File: src/rtl/wpr_pkg.sv
package wpr_pkg;

    typedef enum logic [0:0] {
        ST_LOCKED   = 1'b0,
        ST_UNLOCKED = 1'b1
    } lock_state_e;

    function automatic logic [7:0] ctrl_rst_val(input int idx);
        return 8'hA0 + 8'(idx);
    endfunction

endpackage

File: src/rtl/wpr_lock_fsm.sv
module wpr_lock_fsm
    import wpr_pkg::*;
#(
    parameter int          DATA_W = 8,
    parameter logic [DATA_W-1:0] KEY = DATA_W'(8'h96)
) (
    input  logic              clk,
    input  logic              rst_n,
    input  logic              prot_wr,
    input  logic [DATA_W-1:0] wdata,
    output logic              unlock_o,
    output logic [DATA_W-1:0] prot_q_o
);

    lock_state_e       state_q, state_d;
    logic [DATA_W-1:0] prot_q;

    always_comb begin
        state_d = state_q;
        unique case (state_q)
            ST_LOCKED:   if (prot_wr && wdata == KEY) state_d = ST_UNLOCKED;
            ST_UNLOCKED: if (prot_wr && wdata != KEY) state_d = ST_LOCKED;
            default:     state_d = ST_LOCKED;
        endcase
    end

    always_ff @(posedge clk or negedge rst_n) begin
        if (!rst_n) begin
            state_q <= ST_LOCKED;
            prot_q  <= '0;
        end else begin
            state_q <= state_d;
            if (prot_wr) prot_q <= wdata;
        end
    end

    always_comb begin
        unlock_o = (state_q == ST_UNLOCKED);
        prot_q_o = prot_q;
    end

    p_key_unlocks_r2: assert property (@(posedge clk) disable iff (!rst_n)
        (prot_wr && wdata == KEY) |=> unlock_o);

    p_other_locks_r3: assert property (@(posedge clk) disable iff (!rst_n)
        (prot_wr && wdata != KEY) |=> !unlock_o);

    p_prot_readback_r4: assert property (@(posedge clk) disable iff (!rst_n)
        prot_wr |=> (prot_q_o == $past(wdata)));

    p_state_hold_r9: assert property (@(posedge clk) disable iff (!rst_n)
        !prot_wr |=> $stable(unlock_o));

endmodule

File: src/rtl/wpr_addr_dec.sv
module wpr_addr_dec #(
    parameter int                ADDR_W    = 8,
    parameter int                NUM_CTRL  = 14,
    parameter logic [ADDR_W-1:0] CTRL_BASE = '0,
    parameter logic [ADDR_W-1:0] PROT_ADDR = ADDR_W'(8'h10),
    localparam int               IDX_W     = (NUM_CTRL > 1) ? $clog2(NUM_CTRL) : 1
) (
    input  logic [ADDR_W-1:0] addr,
    output logic              ctrl_hit,
    output logic              prot_hit,
    output logic [IDX_W-1:0]  ctrl_idx
);

    localparam logic [ADDR_W-1:0] CTRL_END = CTRL_BASE + ADDR_W'(NUM_CTRL);

    logic [ADDR_W-1:0] offs;

    always_comb begin
        offs     = addr - CTRL_BASE;
        ctrl_hit = (addr >= CTRL_BASE) && (addr < CTRL_END);
        prot_hit = (addr == PROT_ADDR);
        ctrl_idx = IDX_W'(offs);
    end

endmodule

File: src/rtl/wpr_ctrl_bank.sv
module wpr_ctrl_bank
    import wpr_pkg::*;
#(
    parameter int  DATA_W   = 8,
    parameter int  NUM_CTRL = 14,
    localparam int IDX_W    = (NUM_CTRL > 1) ? $clog2(NUM_CTRL) : 1
) (
    input  logic                             clk,
    input  logic                             rst_n,
    input  logic                             wr,
    input  logic                             ctrl_hit,
    input  logic [IDX_W-1:0]                 ctrl_idx,
    input  logic                             unlock_i,
    input  logic [DATA_W-1:0]                wdata,
    output logic [NUM_CTRL-1:0][DATA_W-1:0]  regs_o
);

    for (genvar gi = 0; gi < NUM_CTRL; gi++) begin : g_reg
        logic we;
        logic [DATA_W-1:0] q;

        always_comb we = wr && ctrl_hit && unlock_i && (ctrl_idx == IDX_W'(gi));

        always_ff @(posedge clk or negedge rst_n) begin
            if (!rst_n)  q <= DATA_W'(ctrl_rst_val(gi));
            else if (we) q <= wdata;
        end

        always_comb regs_o[gi] = q;

        p_locked_hold_r5: assert property (@(posedge clk) disable iff (!rst_n)
            !unlock_i |=> $stable(regs_o[gi]));

        p_unlocked_store_r6: assert property (@(posedge clk) disable iff (!rst_n)
            (unlock_i && wr && ctrl_hit && ctrl_idx == IDX_W'(gi))
            |=> (regs_o[gi] == $past(wdata)));
    end

endmodule

File: src/rtl/wpr_read_mux.sv
module wpr_read_mux #(
    parameter int  DATA_W   = 8,
    parameter int  NUM_CTRL = 14,
    localparam int IDX_W    = (NUM_CTRL > 1) ? $clog2(NUM_CTRL) : 1
) (
    input  logic                            clk,
    input  logic                            rst_n,
    input  logic                            ctrl_hit,
    input  logic                            prot_hit,
    input  logic [IDX_W-1:0]                ctrl_idx,
    input  logic [NUM_CTRL-1:0][DATA_W-1:0] regs,
    input  logic [DATA_W-1:0]               prot_q,
    output logic [DATA_W-1:0]               rdata
);

    always_comb begin
        rdata = '0;
        if (prot_hit)      rdata = prot_q;
        else if (ctrl_hit) rdata = regs[ctrl_idx];
    end

    p_unmapped_zero_r8: assert property (@(posedge clk) disable iff (!rst_n)
        (!ctrl_hit && !prot_hit) |-> (rdata == '0));

    p_prot_visible_r10: assert property (@(posedge clk) disable iff (!rst_n)
        prot_hit |-> (rdata == prot_q));

endmodule

File: src/rtl/wpr_bank.sv
module wpr_bank
    import wpr_pkg::*;
#(
    parameter int          ADDR_W   = 8,
    parameter int          DATA_W   = 8,
    parameter int          NUM_CTRL = 14,
    parameter logic [7:0]  KEY      = 8'h96,
    parameter logic [7:0]  PROT_OFF = 8'h10
) (
    input  logic              clk,
    input  logic              rst_n,
    input  logic [ADDR_W-1:0] bus_addr,
    input  logic              bus_wr,
    input  logic [DATA_W-1:0] bus_wdata,
    output logic [DATA_W-1:0] bus_rdata
);

    localparam int IDX_W = (NUM_CTRL > 1) ? $clog2(NUM_CTRL) : 1;

    logic                            ctrl_hit, prot_hit, unlock;
    logic [IDX_W-1:0]                ctrl_idx;
    logic [DATA_W-1:0]               prot_q;
    logic [NUM_CTRL-1:0][DATA_W-1:0] regs;

    wpr_addr_dec #(
        .ADDR_W(ADDR_W), .NUM_CTRL(NUM_CTRL),
        .CTRL_BASE('0), .PROT_ADDR(ADDR_W'(PROT_OFF))
    ) u_dec (
        .addr(bus_addr), .ctrl_hit(ctrl_hit),
        .prot_hit(prot_hit), .ctrl_idx(ctrl_idx)
    );

    wpr_lock_fsm #(.DATA_W(DATA_W), .KEY(DATA_W'(KEY))) u_lock (
        .clk(clk), .rst_n(rst_n), .prot_wr(bus_wr && prot_hit),
        .wdata(bus_wdata), .unlock_o(unlock), .prot_q_o(prot_q)
    );

    wpr_ctrl_bank #(.DATA_W(DATA_W), .NUM_CTRL(NUM_CTRL)) u_bank (
        .clk(clk), .rst_n(rst_n), .wr(bus_wr), .ctrl_hit(ctrl_hit),
        .ctrl_idx(ctrl_idx), .unlock_i(unlock), .wdata(bus_wdata),
        .regs_o(regs)
    );

    wpr_read_mux #(.DATA_W(DATA_W), .NUM_CTRL(NUM_CTRL)) u_rmux (
        .clk(clk), .rst_n(rst_n), .ctrl_hit(ctrl_hit), .prot_hit(prot_hit),
        .ctrl_idx(ctrl_idx), .regs(regs), .prot_q(prot_q), .rdata(bus_rdata)
    );

    p_relock_blocks_r7: assert property (@(posedge clk) disable iff (!rst_n)
        (bus_wr && prot_hit && bus_wdata != DATA_W'(KEY)) |=> ##1 $stable(regs));

endmodule

File: config.mk
export PLATFORM = sky130hd
export DESIGN_NAME = wpr_bank
export DESIGN_NICKNAME = d
export VERILOG_FILES = /design/src/rtl/wpr_pkg.sv /design/src/rtl/wpr_lock_fsm.sv /design/src/rtl/wpr_addr_dec.sv /design/src/rtl/wpr_ctrl_bank.sv /design/src/rtl/wpr_read_mux.sv /design/src/rtl/wpr_bank.sv
export SDC_FILE = /design/constraint.sdc
export NUM_CORES = 1
export LEC_CHECK = 0
export BUFFER_PORTS_ARGS = -buffer_cell sky130_fd_sc_hd__buf_4
export CAP_MARGIN = 20
export CELL_PAD_IN_SITES_DETAIL_PLACEMENT = 1
export CELL_PAD_IN_SITES_GLOBAL_PLACEMENT = 1
export CORE_MARGIN = 10
export CORE_UTILIZATION = 40
export DETAILED_ROUTE_END_ITERATION = 10
export GPL_TIMING_DRIVEN = 0
export PLACE_DENSITY = 0.61
export SYNTH_ARGS = -nofsm -noshare
export SYNTH_HDL_FRONTEND = slang
export SYNTH_SLANG_ARGS = --single-unit
File: constraint.sdc
create_clock -name clk -period 2.9 [get_ports clk]
set_input_delay 0.145 -clock clk [delete_from_list [all_inputs] [get_ports clk]]
set_output_delay 0.145 -clock clk [all_outputs]
set_load 0.02 [all_outputs]
Word level (Yosys, flattened, before mapping)
Cells that the tools add are included.
Widths: inputs -> output; s select.
{"block": "op_classes", "addsub": 0, "multipliers": 0, "div_mod_pow": 0, "magnitude_cmp": 3, "n_eq_ne": 16, "shifts": 0, "n_mux": 7, "bitwise_logic": 1, "reduce_logical": 21}
{"op": "$bmux 8 s4", "count": 1}
{"op": "$eq 4x4->1 const B", "count": 6}
{"op": "$mux 8", "count": 3}
{"op": "$logic_and 1x1->1", "count": 20}
{"op": "$eq 4x3->1 const B", "count": 4}
{"op": "$eq 4x2->1 const B", "count": 2}
{"op": "$eq 8x5->1 const B", "count": 1}
{"op": "$eq 8x8->1 const B", "count": 1}
{"op": "$ge 8x1->1 const B", "count": 1}
{"op": "$lt 8x4->1 const B", "count": 1}
{"op": "$ne 8x8->1 const B", "count": 1}
{"op": "$lt 4x5->1 const B", "count": 1}
{"op": "$eq 4x1->1 const B", "count": 1}
{"op": "$logic_not 4->1", "count": 1}
{"op": "$mux 1", "count": 2}
{"op": "$pmux 1 s2", "count": 1}
{"op": "$not 1->1", "count": 1}
{"block": "totals", "regBits": 121, "latch_bits": 0, "mem_bits_rw": 0, "rom_bits": 0, "inputBits": 19, "out_inout_bits": 8, "n_memories": 0}

Logic depth before layout (Yosys ltp)
Gate-level depths: netlist of the first run.
{"block": "depth", "word_depth": 5, "depth_mapped": 7, "ltp_nobuf": 4}

Modules after synthesis
Synthesis of the first run repeated with hierarchy kept, for this count alone.
{"block": "unflattened", "cells_unflattened": 443, "area_unflattened_um2": 6028.3}
{"mod": "wpr_ctrl_bank", "n_inst": 1, "cells_each": 261, "area_each_um2": 4399.2, "seq_area_each_um2": 2869.0}
{"mod": "wpr_read_mux", "n_inst": 1, "cells_each": 149, "area_each_um2": 1187.4, "seq_area_each_um2": 0.0}
{"mod": "wpr_lock_fsm", "n_inst": 1, "cells_each": 23, "area_each_um2": 370.4, "seq_area_each_um2": 225.2}
{"mod": "wpr_addr_dec", "n_inst": 1, "cells_each": 9, "area_each_um2": 65.1, "seq_area_each_um2": 0.0}
{"mod": "wpr_bank", "n_inst": 1, "cells_each": 1, "area_each_um2": 6.3, "seq_area_each_um2": 0.0}

Worst setup path after synthesis of the first run
No wires, ideal clock.
{"block": "synth_path", "path_type": "input port to output port", "from": "input bus_addr[0]", "to": "output bus_rdata[6]", "t_arrival_ns": 1.451, "required_ns": 2.755, "path_slack_ns": 1.304, "path_stages": 5, "n_path_buf": 1, "path_cell_list": "buf_2 mux4_2 mux2i_1 o221ai_1 a22o_1"}
{"block": "synth_via", "elab_chain_cells": 4}
{"element": "start: declaration", "line_no": "wpr_bank.sv:12", "text": "input logic [ADDR_W-1:0] bus_addr,"}
{"element": "$ge 8x1->1 (tied with other cells)", "line_no": "wpr_addr_dec.sv:20", "text": "ctrl_hit = (addr >= CTRL_BASE) && (addr < CTRL_END);"}
{"element": "$logic_and 1x1->1 or $mux 8 (tied branches)", "line_no": "wpr_addr_dec.sv:20, wpr_read_mux.sv:19"}
{"element": "$mux 8", "line_no": "wpr_read_mux.sv:19", "text": "else if (ctrl_hit) rdata = regs[ctrl_idx];"}
{"element": "$mux 8 (*)", "line_no": "wpr_read_mux.sv:18", "text": "if (prot_hit) rdata = prot_q;"}
{"element": "end: declaration", "line_no": "wpr_bank.sv:15", "text": "output logic [DATA_W-1:0] bus_rdata"}
Mark *: on every way between the ends. The rest lies on a longest branch, timed or not. The select of a mux whose other input is x is not followed.

Worst setup path after layout of the first run
{"block": "layout_path", "from": "input bus_addr[2]", "to": "output bus_rdata[6]"}
The elaborated chain is that of the path after synthesis.

==> qor.yml, run 1 <==
globalRoute.totalOverflow: 0
clk_pin_slew_worst_paths_ns: 0.06
cts_tree: "built"
finalSetupViolations: 0
synthCells: 376
antenna_found_initial: 0
clock_path_buffers: 2
hp-start: "bus_wdata[6]"
p_sw_share_pct: 21.5
fin_worst_skew_ns: 0.00907
worstMarginPinSlew_ns: 0.754
worstSkewPairLatency_ns: 0.42
maxCapViolCount: 0
start_util_pct: 40.6
synth_fp_nets: 395
synth.avg_cell_area_um2: 15.6
synth_edf_count: 0
grt_usage_pct: 15.9
drt_wl_total_mm: 15.1
die_height_um: 141
yosysTopAreaCell: "dfrtp_1"
dr.pass1.iters: 4
die_w_um: 141
grt_pass1_vias: 3821
ys.flop_type: "dfrtp_1"
ctsHoldBuffers: 1
dp_hpwl_mm: 10.2
p_comb_share_pct: 4.6
cp_max_fo: 10
netlist_area_um2: 5860
rsz0062_at_grt: "no"
hold_end: "u_bank.g_reg[11].q[6]"
cts_made_buffers: 17
via_per_inst: 5.58
fin_crit_ns: 2.24
fmax_ghz: 0.446
clkPwrFrac_pct: 54.0
layout.nets: 438
final_hold_viol_count: 0
crit_required_ns: 2.76
core_area_um2: 14400
p_per_area_nw_per_um2: 595
end_kind: "primary output"
die-area_um2: 19900
cts_resized: 0
ctsHtreeMaxLevel: 4
seq_power_share_pct: 41.4
drcViolationCount: 0
cts_root_buf: "clkbuf_16"
tns_ns: 0
synth_commonest_cells: "mux2_2 (120), dfrtp_1 (68), dfstp_2 (53)"
areaGrowthSynthToFinish_pct: 17.9
io_pins: 27
cts_sinks: 121
ant_nets: 0
hold_depth: 2
holdWs_ns: 0.0292
ys_async_sr_fraction_pct: 100
rr_worst_depth: 5
yosys_warnings: 0
hold_path.class: "in -> reg"
fin_cells: 616
placed_cells: 583
drive_gt1_share_pct: 62.7
synth-seq-cells: 121
grt_pass1_wl_mm: 23.7
worstSetupStartpointType: "input port"
post_drt_wl_per_cell_um: 24.5
status: "finished clean"
n_antenna_cell: 0
slew-limit-headroom_pct: 49.5
grt_max_degree: 73
cts_setup_buffers: 0
regToRegSetupSlack_ns: 1.28
seq_area_frac_synth_pct: 52.8
netlist.area_leader.share_pct: 29.0
p_int_w: 0.00323
fillers: 1414
synthTopCellsByArea: "dfrtp_1 (29%), dfstp_2 (24%), mux2_2 (23%)"
gp_congestion: 0.805
place_area_um2: 6290
crit_arrival_ns: 2.10
p_sw_w: 0.000886
via_count: 3436
portBuffers: 22
leakagePower_nw: 3.16
rows: 44
ys_types: 32
slew_violations: 0
worstReg2RegEnd: "u_bank.g_reg[11].q[2]"
drt_iter0_markers: 188
fin_crit_sh_pct: 77.3
synth_most_common_cell: "mux2_2"
peakVddDrop_mv: 0.504
design_area_um2: 6910
path_class: "in -> out"
power by group through the flow:
stage / Combinational, W / Clock (W) / Sequential [W]
2_1_floorplan: 0.0000876 / 0 / 0.00173
3_3_place_gp: 0.000183 / 0 / 0.00173
3_5_place_dp: 0.000193 / 0 / 0.00173
4_1_cts: 0.000195 / 0.00227 / 0.00170
5_1_grt: 0.000208 / 0.00237 / 0.00170
6_report: 0.000190 / 0.00222 / 0.00170
sequential cells by signal (all words and copies together) (netlist names), named ones only:
signal           flops
u_lock.prot_q_o      8
u_bank.g.q         112
worst max-delay path: stages:
cell and delay (ns):
clkbuf_1 0.34, buf_2 0.40, nand3b_1 0.40, o22a_1 0.35, o221ai_1 0.08, a22o_1 0.20
buf_4 0.16
routing by layer:
layer  track usage [%]  share of wire [%]
met5                 0                  0
met2              25.1                 49
met1              20.1                 46
met3              4.90                3.4
met4              5.22                1.7
layout make-up:
type | count | area, µm² | area share [%]
tap | 184 | 230 | 3.33
sequential | 121 | 3090 | 44.8
buffer | 27 | 149 | 2.15
clock inverter | 9 | 145 | 2.10
multi-input combinational | 228 | 2620 | 37.9
clock buffer | 23 | 468 | 6.77
timing repair buffer | 24 | 206 | 2.99
cell families after synthesis:
kind of cell / after synthesis / share of synthesized area, %
AOI/OAI and AO/OA: 25 / 3.67
muxes: 168 / 34.7
and+or+nand+nor: 35 / 6.36
buffers and inverters: 27 / 2.54
DFF: 121 / 52.8
layout by cell type, fill, tap and decap left out, drive strengths merged:
| cell type | n |
|---|---|
| and2b | 2 |
| clkinv | 5 |
| and3 | 1 |
| nor2 | 3 |
| o21ai | 1 |
| mux2 | 120 |
| buf | 38 |
| nand3 | 10 |
| nand3b | 2 |
| mux2i | 32 |
| nand2 | 3 |
| nand4 | 4 |
| dfrtp | 68 |
| nor4bb | 2 |
| mux4 | 16 |
| nor4 | 1 |
| o22a | 8 |
| bufinv | 4 |
| clkbuf | 35 |
| and4 | 2 |
| nor3 | 1 |
| nand2b | 1 |
| dlygate4sd3 | 1 |
| dfstp | 53 |
| nor2b | 2 |
| o221ai | 8 |
| a22o | 8 |
| and4b | 1 |
stage by stage:
step                total power [W]  util [%]  setup slack [ns]
global route                0.00428      47.9             0.546
global placement            0.00191      43.4             0.689
detailed placement          0.00192      43.6             0.667
floorplan                   0.00182         -              1.30
CTS                         0.00417      47.9             0.644
finish                      0.00411      47.9             0.659
worst max-delay path by stage:
stage                      from           end  slack [ns]
finish              bus_addr[2]  bus_rdata[6]        0.66
floorplan           bus_addr[0]  bus_rdata[6]        1.30
global placement    bus_addr[2]  bus_rdata[1]        0.69
detailed placement  bus_addr[2]  bus_rdata[6]        0.67
CTS                 bus_addr[2]  bus_rdata[6]        0.64
global route        bus_addr[2]  bus_rdata[6]        0.55
(Power assumes the default switching activity.)
==> run 2, diff against run 1 <==
PLACE_DENSITY = 0.63   (was 0.61)
clock period = 1.9 ns   (was 2.9 ns; I/O delays follow)
==> run 2 against run 1 <==
- first-iteration DRC count down 29%
- sequential power increased by 53%
- die area unchanged
- cell count increased by 1.3%
- critical path depth is 2 lower
- largest cell class unchanged
- the run now ends with negative setup slack left
- routed wire length down 3.9%
- utilization up 0.50 points
- via count fell by 0.35%
- clock-buffer cell count increased by 5
- highest routed layer unchanged
- clock skew decreased by 0.0024 ns
==> qor.yml, run 2 (synthesis results as in run 1) <==
holdWs_ns: 0.0102
cts_root_buf: "clkbuf_16"
core_area_um2: 14400
drive_gt1_share_pct: 63.2
layout.nets: 446
die_w_um: 141
layout_common_cells: "mux2_2 (120), dfrtp_1 (68), dfstp_2 (53)"
fmax_ghz: 0.467
worstSkewPairLatency_ns: 0.42
rows: 44
crit_required_ns: 1.80
gp_congestion: 0.799
ant_nets: 0
end_kind: "primary output"
final_hold_viol_count: 0
antenna_found_initial: 0
dp_hpwl_mm: 9.93
globalRoute.totalOverflow: 0
grt_pass1_vias: 3750
setup_ws_ns: -0.240
areaGrowthSynthToFinish_pct: 19.1
clock_path_buffers: 2
cts_sinks: 121
maxCapViolCount: 0
drt_iter0_markers: 133
status: "complete, but fails checks"
rsz0062_at_grt: "yes"
slew-limit-headroom_pct: 47.2
cts_tree: "built"
worstMarginPinSlew_ns: 0.790
worstSetupStartpointType: "flip-flop"
fin_crit_ns: 2.14
via_count: 3424
top_register: "u_bank.g.q"
finalSetupViolations: 8
fin_cells: 624
fin_crit_sh_pct: 113
crit_arrival_ns: 2.04
largest_reg_flops: 112
final_common_cell: "mux2_2"
cts_made_buffers: 17
dpl_worst_slack_ns: -0.243
via_per_inst: 5.49
die_height_um: 141
io_pins: 27
cp_max_fo: 2
n_antenna_cell: 0
dr.pass1.iters: 4
die-area_um2: 19900
grt_usage_pct: 15.3
p_per_area_nw_per_um2: 828
ctsHtreeMaxLevel: 4
drt_wl_total_mm: 14.5
fillers: 1410
violations: "negative setup slack"
grt_max_degree: 63
placed_cells: 583
drcViolationCount: 0
grt_pass1_wl_mm: 22.8
path_class: "reg -> out"
post_drt_wl_per_cell_um: 23.3
start_util_pct: 40.6
portBuffers: 22
fin_worst_skew_ns: 0.00664
peakVddDrop_mv: 0.521
clk_pin_slew_worst_paths_ns: 0.05
slew_violations: 0
hold_path.class: "in -> reg"
leakagePower_nw: 3.14
[run 2: metal layers]
metal	vias to the layer above	track usage, %	wire length (µm)
li1	1532	-	-
met2	42	24.1	7100
met1	1829	20.0	6810
met5	-	0	0
met4	0	5.98	269
met3	21	3.36	340
[run 2: stage by stage]
| step | TNS (ns) | util, % | power (W) | cell area (µm²) |
|---|---|---|---|---|
| floorplan | 0 | - | 0.00277 | 5860 |
| global placement | -1.81 | 43.4 | 0.00291 | 6260 |
| detailed placement | -1.72 | 43.6 | 0.00293 | 6290 |
| CTS | -1.89 | 48.1 | 0.00585 | 6940 |
| global route | -2.24 | 48.4 | 0.00601 | 6990 |
| finish | -1.65 | 48.4 | 0.00578 | 6990 |
[run 2: critical path, cell delays in order (launching register included)]
cell and delay, ns:
dfrtp_1 0.37, mux4_2 0.50, mux2i_1 0.22, o221ai_1 0.15, a22o_1 0.25, buf_6 0.13
[run 2: area by class of cell]
cell class	instances	area (µm²)	area share [%]
clock inverters	4	20.0	0.287
clock buffers	28	507	7.25
well taps	184	230	3.30
repair buffers	32	307	4.39
multi-input cells	228	2680	38.3
plain buffers	27	149	2.13
flip-flops and latches	121	3090	44.3
[run 2: final timing paths]
check | slack [ns] | to | depth (start not counted) | startpoint
setup / recovery | -0.24 | bus_rdata[4] | 5 | u_bank.g_reg[5].q[4]
hold / removal | 0.01 | u_bank.g_reg[10].q[6] | 2 | bus_wdata[6]
setup reg to reg | 0.25 | u_bank.g_reg[11].q[4] | 5 | flip-flop
hold reg to reg | 0.48 | flip-flop | 2 | flip-flop
max in group asynchronous | 0.92 | u_bank.g_reg[4].q[5] | 3 | rst_n
min in group asynchronous | 0.23 | u_bank.g_reg[8].q[1] | 2 | rst_n
[run 2: what timing repair did]
action	4_1_cts	5_1_grt
hold buffers	8	0
setup buffers	1	0
pin swaps	7	2
gates cloned	0	0
hold endpoints to repair	71	0
gates resized for setup	8	9
endpoints found under the setup margin	8	8
[run 2: where the power goes]
part / switching, W / internal, W
logic: 0.000205 / 0.0000973
clock network: 0.00109 / 0.00179
registers: 0.00000400 / 0.00259
